## config.mk

```make
export PLATFORM = sky130hd
export DESIGN_NAME = avg_adc_ctrl
export DESIGN_NICKNAME = d
export VERILOG_FILES = /design/src/rtl/avc_pkg.sv /design/src/rtl/avc_tick_gen.sv /design/src/rtl/avc_accum.sv /design/src/rtl/avc_seq.sv /design/src/rtl/avg_adc_ctrl.sv
export SDC_FILE = /design/constraint.sdc
export NUM_CORES = 1
export LEC_CHECK = 0
export BUFFER_PORTS_ARGS = -buffer_cell sky130_fd_sc_hd__buf_2
export CAP_MARGIN = 20
export CORE_MARGIN = 2
export CORE_UTILIZATION = 55
export DETAILED_ROUTE_END_ITERATION = 6
export PLACE_DENSITY = 0.8
export SYNTH_ARGS = -nofsm -noshare
export SYNTH_HDL_FRONTEND = slang
export SYNTH_SLANG_ARGS = --single-unit
export TNS_END_PERCENT = 5
```

## constraint.sdc

```tcl
create_clock -name clk_i -period 5.7 [get_ports clk_i]
set_clock_uncertainty 0.1 [all_clocks]
set_input_delay 0.855 -clock clk_i [delete_from_list [all_inputs] [get_ports clk_i]]
set_output_delay 0.855 -clock clk_i [all_outputs]
set_load 0.005 [all_outputs]
```

## src/rtl/avc_pkg.sv

```systemverilog
package avc_pkg;
  localparam int CH_STRIDE  = 32'h20;
  localparam int CFG2_OFS   = 32'h10;
  localparam int TIMER_ADR  = 32'h90;
  localparam int SIGEN_ADR  = 32'hC0;
  localparam int INTEN_ADR  = 32'hD0;
  localparam int STAT_ADR   = 32'hE0;
  localparam int RES01_ADR  = 32'hF0;
  localparam int RES23_ADR  = 32'h100;
  localparam int GLOB_ADR   = 32'h130;
  localparam int DONE_LSB   = 8;
  localparam int TMO_LSB    = 16;
  localparam int MAX_PDIV   = 5;
  localparam int MAX_LOG    = 5;

  typedef enum logic [1:0] {S_IDLE, S_REQ, S_GAP, S_FIN} seq_state_e;

  typedef struct packed {
    logic       arm;
    logic       single;
    logic       avg;
    logic [3:0] sel;
    logic [1:0] num;
  } ch_cfg_t;
endpackage

```

## src/rtl/avc_tick_gen.sv

```systemverilog
module avc_tick_gen #(
  parameter int PDIV_W   = 3,
  parameter int MAX_CODE = 5
) (
  input  logic              clk_i,
  input  logic              rst_ni,
  input  logic [PDIV_W-1:0] code_i,
  output logic              tick_o
);
  localparam int CNT_W = MAX_CODE + 3;

  logic [CNT_W-1:0]  cnt_q, lim;
  logic [PDIV_W-1:0] code_eff;

  always_comb begin
    code_eff = (code_i > PDIV_W'(MAX_CODE)) ? PDIV_W'(MAX_CODE) : code_i;
    lim      = (CNT_W'(4) << code_eff) - CNT_W'(1);
    tick_o   = (cnt_q >= lim);
  end

  always_ff @(posedge clk_i or negedge rst_ni) begin
    if (!rst_ni)     cnt_q <= '0;
    else if (tick_o) cnt_q <= '0;
    else             cnt_q <= cnt_q + CNT_W'(1);
  end
endmodule

```

## src/rtl/avc_accum.sv

```systemverilog
module avc_accum #(
  parameter int SMP_W   = 12,
  parameter int MAX_LOG = 5
) (
  input  logic             clk_i,
  input  logic             rst_ni,
  input  logic             clr_i,
  input  logic             add_i,
  input  logic [SMP_W-1:0] data_i,
  input  logic [2:0]       shift_i,
  output logic [SMP_W-1:0] mean_o
);
  localparam int ACC_W = SMP_W + MAX_LOG;

  logic [ACC_W-1:0] acc_q;

  always_ff @(posedge clk_i or negedge rst_ni) begin
    if (!rst_ni)     acc_q <= '0;
    else if (clr_i)  acc_q <= '0;
    else if (add_i)  acc_q <= acc_q + ACC_W'(data_i);
  end

  assign mean_o = SMP_W'(acc_q >> shift_i);
endmodule

```

## src/rtl/avc_seq.sv

```systemverilog
module avc_seq
  import avc_pkg::*;
#(
  parameter int NCH       = 4,
  parameter int SEL_W     = 4,
  parameter int TU_W      = 8,
  parameter int TMO_TICKS = 16,
  localparam int CH_W     = $clog2(NCH)
) (
  input  logic                      clk_i,
  input  logic                      rst_ni,
  input  logic                      tick_i,
  input  logic                      go_i,
  input  logic [NCH-1:0]            elig_i,
  input  logic [NCH-1:0][SEL_W-1:0] sel_i,
  input  logic [NCH-1:0][2:0]       shift_i,
  input  logic [TU_W-1:0]           tu_i,
  input  logic                      ack_i,
  output logic                      req_o,
  output logic [SEL_W-1:0]          sel_o,
  output logic [2:0]                shift_o,
  output logic                      acc_clr_o,
  output logic                      acc_add_o,
  output logic                      done_o,
  output logic                      tmo_o,
  output logic                      busy_o,
  output logic [CH_W-1:0]           ch_o
);
  localparam int LEFT_W = MAX_LOG + 2;
  localparam int WAIT_W = $clog2(TMO_TICKS + 1);
  localparam int PACE_W = TU_W + 3;

  seq_state_e        st_q;
  logic [CH_W-1:0]   ch_q, pick;
  logic [SEL_W-1:0]  sel_q;
  logic [2:0]        shift_q;
  logic [LEFT_W-1:0] left_q;
  logic [WAIT_W-1:0] wait_q;
  logic [PACE_W-1:0] gap_q, pace;
  logic              start;

  always_comb begin
    pick = '0;
    for (int c = NCH - 1; c >= 0; c--) if (elig_i[c]) pick = CH_W'(c);
  end

  assign pace      = (PACE_W'(tu_i) + PACE_W'(1)) * PACE_W'(6);
  assign start     = (st_q == S_IDLE) && go_i && (|elig_i);
  assign req_o     = (st_q == S_REQ);
  assign acc_clr_o = start;
  assign acc_add_o = req_o && ack_i;
  assign tmo_o     = req_o && !ack_i && tick_i && (wait_q == WAIT_W'(TMO_TICKS - 1));
  assign done_o    = (st_q == S_FIN);
  assign busy_o    = (st_q != S_IDLE);
  assign ch_o      = ch_q;
  assign sel_o     = sel_q;
  assign shift_o   = shift_q;

  always_ff @(posedge clk_i or negedge rst_ni) begin
    if (!rst_ni) begin
      st_q    <= S_IDLE;
      ch_q    <= '0;
      sel_q   <= '0;
      shift_q <= '0;
      left_q  <= '0;
      wait_q  <= '0;
      gap_q   <= '0;
    end else begin
      unique case (st_q)
        S_IDLE: if (start) begin
          ch_q    <= pick;
          sel_q   <= sel_i[pick];
          shift_q <= shift_i[pick];
          left_q  <= LEFT_W'(1) << shift_i[pick];
          wait_q  <= '0;
          st_q    <= S_REQ;
        end
        S_REQ: begin
          if (ack_i) begin
            left_q <= left_q - LEFT_W'(1);
            gap_q  <= '0;
            st_q   <= (left_q == LEFT_W'(1)) ? S_FIN : S_GAP;
          end else if (tmo_o) begin
            st_q <= S_IDLE;
          end else if (tick_i) begin
            wait_q <= wait_q + WAIT_W'(1);
          end
        end
        S_GAP: if (tick_i) begin
          if (gap_q == pace - PACE_W'(1)) begin
            wait_q <= '0;
            st_q   <= S_REQ;
          end else begin
            gap_q <= gap_q + PACE_W'(1);
          end
        end
        S_FIN: st_q <= S_IDLE;
        default: st_q <= S_IDLE;
      endcase
    end
  end
endmodule

```

## src/rtl/avg_adc_ctrl.sv

```systemverilog
module avg_adc_ctrl
  import avc_pkg::*;
#(
  parameter int ADDR_W    = 9,
  parameter int SMP_W     = 12,
  parameter int TU_W      = 8,
  parameter int TMO_TICKS = 16
) (
  input  logic              clk_i,
  input  logic              rst_ni,
  input  logic              bus_we_i,
  input  logic [ADDR_W-1:0] bus_addr_i,
  input  logic [31:0]       bus_wdata_i,
  output logic [31:0]       bus_rdata_o,
  output logic              smp_req_o,
  output logic [3:0]        smp_sel_o,
  input  logic              smp_ack_i,
  input  logic [SMP_W-1:0]  smp_data_i,
  output logic              irq_o
);
  localparam int NCH   = 4;
  localparam int CH_W  = $clog2(NCH);
  localparam int SEL_W = 4;

  logic [31:0]        adr;
  ch_cfg_t            cfg_q [NCH];
  logic [SMP_W-1:0]   res_q [NCH];
  logic [2:0]         pdiv_q;
  logic [TU_W-1:0]    tu_q;
  logic [NCH-1:0]     sig_en_q, int_en_q, done_q, tmo_q, elig;
  logic               g_en_q, g_pd_q, g_cd_q, glob_ok, stat_we;
  logic [NCH-1:0][SEL_W-1:0] ch_sel;
  logic [NCH-1:0][2:0]       ch_shift;

  logic             tick, seq_done, seq_tmo, seq_busy, acc_clr, acc_add;
  logic [2:0]       cur_shift;
  logic [CH_W-1:0]  seq_ch;
  logic [SMP_W-1:0] mean;

  assign adr     = 32'(bus_addr_i);
  assign stat_we = bus_we_i && (adr == STAT_ADR);
  assign glob_ok = g_en_q && !g_pd_q && !g_cd_q;

  for (genvar g = 0; g < NCH; g++) begin : g_ch
    logic wr1, wr2, hw_clr;
    assign wr1    = bus_we_i && (adr == g * CH_STRIDE);
    assign wr2    = bus_we_i && (adr == g * CH_STRIDE + CFG2_OFS);
    assign hw_clr = (seq_done || seq_tmo) && (seq_ch == CH_W'(g));

    always_ff @(posedge clk_i or negedge rst_ni) begin
      if (!rst_ni) cfg_q[g] <= '0;
      else begin
        if (wr1) begin
          cfg_q[g].arm    <= bus_wdata_i[31];
          cfg_q[g].single <= bus_wdata_i[30];
          cfg_q[g].avg    <= bus_wdata_i[29];
          cfg_q[g].sel    <= bus_wdata_i[27:24];
        end
        if (wr2)    cfg_q[g].num <= bus_wdata_i[13:12];
        if (hw_clr) cfg_q[g].arm <= 1'b0;  // hardware clear wins
      end
    end

    assign elig[g]     = cfg_q[g].arm && cfg_q[g].single;
    assign ch_sel[g]   = cfg_q[g].sel;
    assign ch_shift[g] = cfg_q[g].avg ? (3'(cfg_q[g].num) + 3'd2) : 3'd0;
  end

  always_ff @(posedge clk_i or negedge rst_ni) begin
    if (!rst_ni) begin
      pdiv_q   <= '0;
      tu_q     <= '0;
      sig_en_q <= '0;
      int_en_q <= '0;
      g_en_q   <= 1'b0;
      g_pd_q   <= 1'b1;
      g_cd_q   <= 1'b1;
    end else if (bus_we_i) begin
      if (adr == TIMER_ADR) begin
        pdiv_q <= bus_wdata_i[31:29];
        tu_q   <= bus_wdata_i[TU_W-1:0];
      end
      if (adr == SIGEN_ADR) sig_en_q <= bus_wdata_i[DONE_LSB +: NCH];
      if (adr == INTEN_ADR) int_en_q <= bus_wdata_i[DONE_LSB +: NCH];
      if (adr == GLOB_ADR) begin
        g_en_q <= bus_wdata_i[0];
        g_pd_q <= bus_wdata_i[1];
        g_cd_q <= bus_wdata_i[31];
      end
    end
  end

  // status: write-zero-to-clear, hardware set has priority
  always_ff @(posedge clk_i or negedge rst_ni) begin
    if (!rst_ni) begin
      done_q <= '0;
      tmo_q  <= '0;
      for (int c = 0; c < NCH; c++) res_q[c] <= '0;
    end else begin
      if (stat_we) begin
        done_q <= done_q & bus_wdata_i[DONE_LSB +: NCH];
        tmo_q  <= tmo_q  & bus_wdata_i[TMO_LSB +: NCH];
      end
      if (seq_done) begin
        done_q[seq_ch] <= 1'b1;
        res_q[seq_ch]  <= mean;
      end
      if (seq_tmo) tmo_q[seq_ch] <= 1'b1;
    end
  end

  assign irq_o = |((done_q | tmo_q) & sig_en_q & int_en_q);

  always_comb begin
    bus_rdata_o = '0;
    for (int c = 0; c < NCH; c++) begin
      if (adr == c * CH_STRIDE)
        bus_rdata_o = {cfg_q[c].arm, cfg_q[c].single, cfg_q[c].avg, 1'b0, cfg_q[c].sel, 24'b0};
      if (adr == c * CH_STRIDE + CFG2_OFS)
        bus_rdata_o = {18'b0, cfg_q[c].num, 12'b0};
    end
    case (adr)
      TIMER_ADR: bus_rdata_o = {pdiv_q, 29'(tu_q)};
      SIGEN_ADR: bus_rdata_o = 32'(sig_en_q) << DONE_LSB;
      INTEN_ADR: bus_rdata_o = 32'(int_en_q) << DONE_LSB;
      STAT_ADR:  bus_rdata_o = (32'(tmo_q) << TMO_LSB) | (32'(done_q) << DONE_LSB);
      RES01_ADR: bus_rdata_o = {16'(res_q[1]), 16'(res_q[0])};
      RES23_ADR: bus_rdata_o = {16'(res_q[3]), 16'(res_q[2])};
      GLOB_ADR:  bus_rdata_o = {g_cd_q, 29'b0, g_pd_q, g_en_q};
      default: ;
    endcase
  end

  avc_tick_gen #(.PDIV_W(3), .MAX_CODE(MAX_PDIV)) u_tick (
    .clk_i, .rst_ni, .code_i(pdiv_q), .tick_o(tick)
  );

  avc_seq #(.NCH(NCH), .SEL_W(SEL_W), .TU_W(TU_W), .TMO_TICKS(TMO_TICKS)) u_seq (
    .clk_i, .rst_ni, .tick_i(tick), .go_i(glob_ok), .elig_i(elig),
    .sel_i(ch_sel), .shift_i(ch_shift), .tu_i(tu_q), .ack_i(smp_ack_i),
    .req_o(smp_req_o), .sel_o(smp_sel_o), .shift_o(cur_shift),
    .acc_clr_o(acc_clr), .acc_add_o(acc_add), .done_o(seq_done),
    .tmo_o(seq_tmo), .busy_o(seq_busy), .ch_o(seq_ch)
  );

  avc_accum #(.SMP_W(SMP_W), .MAX_LOG(MAX_LOG)) u_acc (
    .clk_i, .rst_ni, .clr_i(acc_clr), .add_i(acc_add), .data_i(smp_data_i),
    .shift_i(cur_shift), .mean_o(mean)
  );
endmodule

```

==> impl_results.md, run 1 <==
* TritonCTS clock tree: done
* Antenna fix cells at 0
* Nets at roughly 1200
* Met1 usage in global routing at between 30% and 40%
* Worst-skew pair later-pin latency at ~0.44 ns
* First-pass DRT Iterations at 5
* Core Region at 17900 sq um
* Number of synthesized flops with an enable pin at 0
* Final setup vio count at 0
* Sequential cell area fraction in the yosys report at 43.2%
* Ys flop type: dfrtp_1
* Mean Syn Cell Area at 9.51 sq um
* Crit path top cell by count: xor2_1
* Register area at 4330 sq um
* Maximum buffer depth of the clock tree at 2
* Die span in x at 139 microns
* Crit path from: tu_q[0]$_DFFE_PN0P_
* Hpwl dp at 17.7 mm
* Initial Util at between 50% and 60%
* Final GP Congestion at just under 0.9
* Synthesis-to-finish area growth at 12.5%
* CP max FO at 9
* Post-synth cell types at 77
* Lkg Pwr at approximately 5.3 nW
* CTS sink cnt at 173
* Crit path cell chain: ha_1 -> xor2_1 -> inv_1 -> fa_1 -> nand2b_1 -> a21oi_2 -> xor2_1 -> nor2_1 -> o311a_1 -> a21oi_1 -> nand4b_1 -> nor3_2 -> o21ai_0
* Crit path largest cell delay at roughly 0.57 ns
* Slowest CP cell: dfrtp_1
* Largest area contributor in the netlist: dfrtp_1
* Max Fclk at 235 MHz
* Final Util at ~63%
* Reg2reg start: tu_q[0]$_DFFE_PN0P_
* # H-tree levels at 4
* Die area at 19300 sq um
* Reg clk slew, reported paths at roughly 0.060 ns
* Global-route wire length before repair at just over 40 mm
* Final critical-path share of the clock period at around three quarters
* Global routing usage on met3 at 3.45%
* Starting DRT DRC Count at around 670
* Min cycle time layout at about 4.3 ns
* Post-synth top area share at 42.7%
* Initial antenna violation count at 0
* Hold slack at roughly 0.29 ns
* Crit. End Element: register
* Tot Pwr at roughly 2.8 mW
* Worst Path Required at a little under 6 ns
* Busiest grt layer: met2
* CP arrival at between 4 and 5 ns
* Synthesis-stage register bit count at around 170
* Post-CTS Hold Buffers at 0
* Ranking of synthesized cells by area: dfrtp_1 (43%), mux2_2 (7.0%), nand2_1 (5.6%), o21ai_0 (5.3%), ha_1 (4.2%)
* Wire per inst at 18.1 microns
* Vias per inst at slightly above 6
* Fin. Hold Viols at 0
* Via Count at between 8000 and 9000
* Remaining Overflow, GRT at 0
* Post-synthesis instance total at 1054
* Largest net degree at the start of global routing at between 60 and 70
* Placed insts at around 1300
* Buffers added on ports at 84
* Yosys warns at 0
* Fin cells at around 1400
* Ratio of cells with drive above 1 in the final layout at about a fifth
* Chip height at 139 microns
* Setup bufs post-CTS at 0
* Outcome: finished, final reports clean
* Post-synth ARST share at 100%
* Setup CP Type: reg -> reg
* FILL cells at around 1400
* Peak VDD IR at between 0.2 and 0.25 mV
* RSZ-0062 raised after global routing: no
* Setup TNS at 0 ns
* Worst Tran Pin Value at about 0.99 ns
* Relative slew margins at between 30% and 40%
* GR Util All Layers at 25.8%
* Post-route DRC violation count at 0
* Routed Antenna Nets at 0
* Tightest Hold Check Type: in -> async
* Post-CTS sizing at 0
* Total CTS buffers at 17
* CP bufs+invs at 1
* Area of the multi-input gates at 5400 sq um
* Max cap viols at 0
* CTS Root Cell: clkbuf_16
* Slew Viols, Final at 0
* Mapped Area at 10000 sq um
* Power per cell area at approximately 250 nW/um^2
* Top Ports at 95
* Met2 Track Usage GR at roughly 45%
* Startpoint Class: register
* Row count at 49
* CP top delay family: compound AO/OA/AOI/OAI gates
* Final WL at roughly 25 mm
* Number of global-route vias before repair at around 8000
## per-layer routing
metal | wire [microns] | part of all wire [%] | vias to the layer above
met3 | 1050 | 4.2 | 46
li1 | - | - | 3968
met1 | 10600 | 43 | 4136
met2 | 12400 | 50 | 252
met5 | 0 | 0 | -
met4 | 697 | 2.8 | 0
## area by class of cell
| cell class | count | share of cell area [%] |
|---|---|---|
| Multi-Input combinational cell | 806 | 47.9 |
| Sequential cell | 173 | 38.4 |
| Timing Repair Buffer | 96 | 4.65 |
| Clock buffer | 21 | 4.08 |
| Tap cell | 229 | 2.54 |
| Clock inverter | 11 | 1.40 |
| Inverter | 31 | 1.03 |
## flip-flops by register name, summed over array words and instances (netlist names), 5 cells and up
register	count
u_seq.wait_q	5
tu_q	8
u_tick.cnt_q	8
u_acc.acc_q	17
u_seq.left_q	7
u_seq.gap_q	11
cfg_q	36
res_q	48
## cells in the final DEF, fill, tap and decap left out, types with 9 or more instances in the layout
master     netlist  final
dfrtp_1        171    171
mux2_2          62     62
a22oi_1         31     31
inv_1           30     30
clkbuf_16        0     17
buf_4            3     11
nor2_1          65     64
a31oi_1          9      9
o21ai_0        107    106
buf_2            1     83
and3_1          11     11
xnor2_1         21     21
nor3_1          18     18
nand2_1        149    149
ha_1            34     34
mux2i_1         40     40
nand3_1         47     47
xor2_1          16     16
a21oi_1         40     40
## cell usage after synthesis, types with 3 or more instances
master	count
a221o_1	4
a21o_1	6
mux2_2	62
nor3_1	18
mux2i_1	40
nand2b_1	8
ha_1	34
nor2_1	65
o21bai_1	5
nand4b_1	3
a31oi_1	9
or3_1	7
nor2b_1	8
a211oi_1	7
o21ai_0	107
buf_1	5
xor2_1	16
nand3_1	47
buf_4	3
and3_1	11
nor4_1	6
inv_1	30
a222oi_1	8
o211ai_1	7
mux4_2	4
o21a_1	7
nand2_1	149
nor3b_1	4
clkbuf_1	36
and2_1	3
a22oi_1	31
nand4_1	8
a21oi_1	40
or2_2	3
dfrtp_1	171
xnor2_1	21
a22o_1	7
o31ai_1	5
## through the flow
| stage | cell area, sq um | setup slack (ns) |
|---|---|---|
| floorplan | 10000 | 2.17 |
| global placement | 10600 | 1.59 |
| detailed placement | 10600 | 1.59 |
| CTS | 11300 | 1.51 |
| global route | 11300 | 1.14 |
| finish | 11300 | 1.44 |
## kinds of logic (layout without fill, tap and decap cells)
family,after synthesis,in the layout,synth area share (%)
other,2,4,0.0749
AOI/OAI and AO/OA,267,267,17.2
xor gates and xnor gates,37,37,3.23
muxes,106,106,11.9
and+or+nand+nor,356,356,16.7
buffers and inverters,77,159,3.08
adders and majority gates,36,36,4.64
DFF,173,173,43.2
## final timing paths
kind,depth (start not counted),to,slack (ns)
max in group asynchronous,2,res_q[36]$_DFFE_PN0P_,4.01
min in group clk_i,2,u_seq.sel_o[0]$_DFFE_PN0P_,0.37
max,13,u_seq.wait_q[1]$_DFFE_PN0P_,1.44
max reg2reg,13,u_seq.wait_q[1]$_DFFE_PN0P_,1.44
min,1,u_tick.cnt_q[0]$_DFF_PN0_,0.29
min reg2reg,2,u_seq.sel_o[0]$_DFFE_PN0P_,0.37
## report_power, final
part           internal [mW]  switching (mW)  total (mW)
Sequential              1.27          0.0551        1.33
Clock                  0.718           0.497        1.22
Combinational          0.113           0.154       0.266
Total                   2.10           0.706        2.81
Note: power is estimated with default switching activity, not from simulation.
==> run 2, diff against run 1 <==
- CORE_UTILIZATION: 55 -> 54
- PLACE_DENSITY: 0.8 -> 0.82
- clock period: 5.7 -> 3.41 ns (I/O delays scaled with it)
==> impl_results.md, run 2 (synthesized netlist as in run 1, its figures left out) <==
* Outcome: complete, but fails checks
* Failing checks: negative hold slack, negative setup slack
* Placed insts at about 1400
* Crit path top cell by count: buf_4
* Vias per inst at around 6.1
* CTS Root Cell: clkbuf_16
* Final GP Congestion at a little under 0.9
* Total CTS buffers at 17
* Worst-skew pair later-pin latency at roughly 0.44 ns
* Relative slew margins at between 30% and 40%
* GR Util All Layers at 26.6%
* Final setup vio count at 17
* Worst Tran Pin Value at 0.934 ns
* Largest net degree at the start of global routing at a little over 70
* Final critical-path share of the clock period at 106%
* Final setup margin at -0.215 ns
* Core Region at between 15000 and 20000 sq um
* Number of global-route vias before repair at around 8700
* Peak VDD IR at about 0.3 mV
* Fin cells at between 1000 and 1500
* Via Count at slightly below 9000
* Power per cell area at 390 nW/um^2
* Most frequent cells in the layout: dfrtp_1 (169), nand2_1 (148), o21ai_0 (100)
* Crit path cell chain: ha_4 -> xor2_1 -> buf_4 -> ha_1 -> a211oi_4 -> buf_4 -> o21bai_2 -> a21o_1 -> nor3_1 -> o21ai_1 -> nand2_1 -> nand4b_1 -> nor3_4 -> o22ai_1
* Synthesis-to-finish area growth at 19.5%
* Startpoint Class: register
* Nets at around 1300
* Initial antenna violation count at 0
* Setup CP Type: reg -> reg
* Fin. Hold Viols at 13
* Largest regs: res_q: 48 flops, cfg_q: 36 flops, u_acc.acc_q: 17 flops
* Commonest non-fill, non-tap cell in the layout: dfrtp_1
* Tightest Hold Check Type: in -> async
* CP max FO at 5
* Area post-placement at between 10000 and 15000 sq um
* Wire per inst at 18.1 microns
* Worst Path Required at approximately 3.6 ns
* Final WL at 25.9 mm
* Starting DRT DRC Count at around 650
* Hpwl dp at approximately 18 mm
* Setup TNS at -2.26 ns
* Routed Antenna Nets at 0
* Max cap viols at 0
* Die area at 19700 sq um
* Chip height at ~140 microns
* Largest register FFs at between 40 and 50
* Post-CTS Hold Buffers at 0
* Ratio of cells with drive above 1 in the final layout at between 20% and 30%
* Row count at just under 50
* Crit. End Element: register
* TritonCTS clock tree: done
* Top Ports at 95
* Buffers added on ports at 84
* Slowest CP cell: dfrtp_2
* Min cycle time layout at between 3 and 4 ns
* Final instance area at around 12000 sq um
* Maximum buffer depth of the clock tree at 2
* Remaining Overflow, GRT at 0
* Crit path largest cell delay at between 0.4 and 0.5 ns
* Max Fclk at approximately 280 MHz
* CP arrival at 3.83 ns
* Reg clk slew, reported paths at approximately 0.07 ns
* First-pass DRT Iterations at 6
* Slew Viols, Final at 0
* Global-route wire length before repair at ~42 mm
* Antenna fix cells at 0
* Tot Pwr at between 4 and 5 mW
* CTS sink cnt at roughly 170
* FILL cells at between 1000 and 1500
* Initial Util at around 55%
* Lkg Pwr at 5.66 nW
* RSZ-0062 raised after global routing: yes
* Post-route DRC violation count at 0
* # H-tree levels at 4
* Most flops, register: res_q
* Die span in x at between 100 and 150 microns
* Hold slack at -0.0107 ns
[run 2: where the power goes]
group          leakage [nW]  total [mW]  switching [mW]  internal [mW]
sequential             2.34        2.22          0.0912           2.13
combinational          3.03       0.508           0.282          0.226
clock                 0.283        1.95           0.891           1.06
total                  5.66        4.67            1.26           3.41
[run 2: area by class of cell]
| class | instances | area, sq um | share of cell area [%] |
|---|---|---|---|
| clock buffer | 19 | 443 | 3.70 |
| clock inverter | 13 | 143 | 1.19 |
| inverter | 31 | 116 | 0.972 |
| multi-input combinational | 807 | 5690 | 47.5 |
| sequential | 173 | 4330 | 36.2 |
| tap | 229 | 287 | 2.39 |
| timing repair buffer | 154 | 968 | 8.09 |
[run 2: final timing paths]
check	start	endpoint	slack, ns	cells after the start
max	tu_q[1]$_DFFE_PN0P_	u_seq.wait_q[2]$_DFFE_PN0P_	-0.22	14
min	rst_ni	u_seq.gap_q[9]$_DFFE_PN0P_	-0.01	1
max reg2reg	tu_q[1]$_DFFE_PN0P_	u_seq.wait_q[2]$_DFFE_PN0P_	-0.22	14
min reg2reg	u_seq.sel_o[1]$_DFFE_PN0P_	u_seq.sel_o[1]$_DFFE_PN0P_	0.38	2
max in group asynchronous	rst_ni	sig_en_q[0]$_DFFE_PN0P_	2.43	2
min in group clk_i	bus_wdata_i[7]	tu_q[7]$_DFFE_PN0P_	0.21	2
[run 2: metrics by stage]
step / util [%] / setup WS (ns)
after CTS: 65.3 / -0.0759
after global placement: 61.0 / -0.172
final: 66.2 / -0.215
after detailed placement: 61.0 / -0.234
after global routing: 66.2 / -0.460
after floorplan: - / 0.0276
[run 2: layer usage]
layer  up-vias  track usage [%]  share of wire, %
met5         -                0                 0
met4         0             11.0               2.9
met3        59             4.58               4.9
met2       266             46.4                51
met1      4269             32.9                41
li1       4086                -                 -
[run 2: worst max-delay path: cells and delay by family, from the launching register on]
kind	cells	cell delay [ns]
xor+xnor	1	0.15
buf+inv	2	0.31
fa+ha+maj	2	0.51
compound gates	5	1.00
simple gates	4	0.97
flops	1	0.46
[run 2: timing repair]
action                                  4_1_cts  5_1_grt
buffers inserted                              5        5
pin swaps                                    17       17
cloned                                        1        0
endpoints found under the setup margin       17       21
gates resized for setup                      32       25
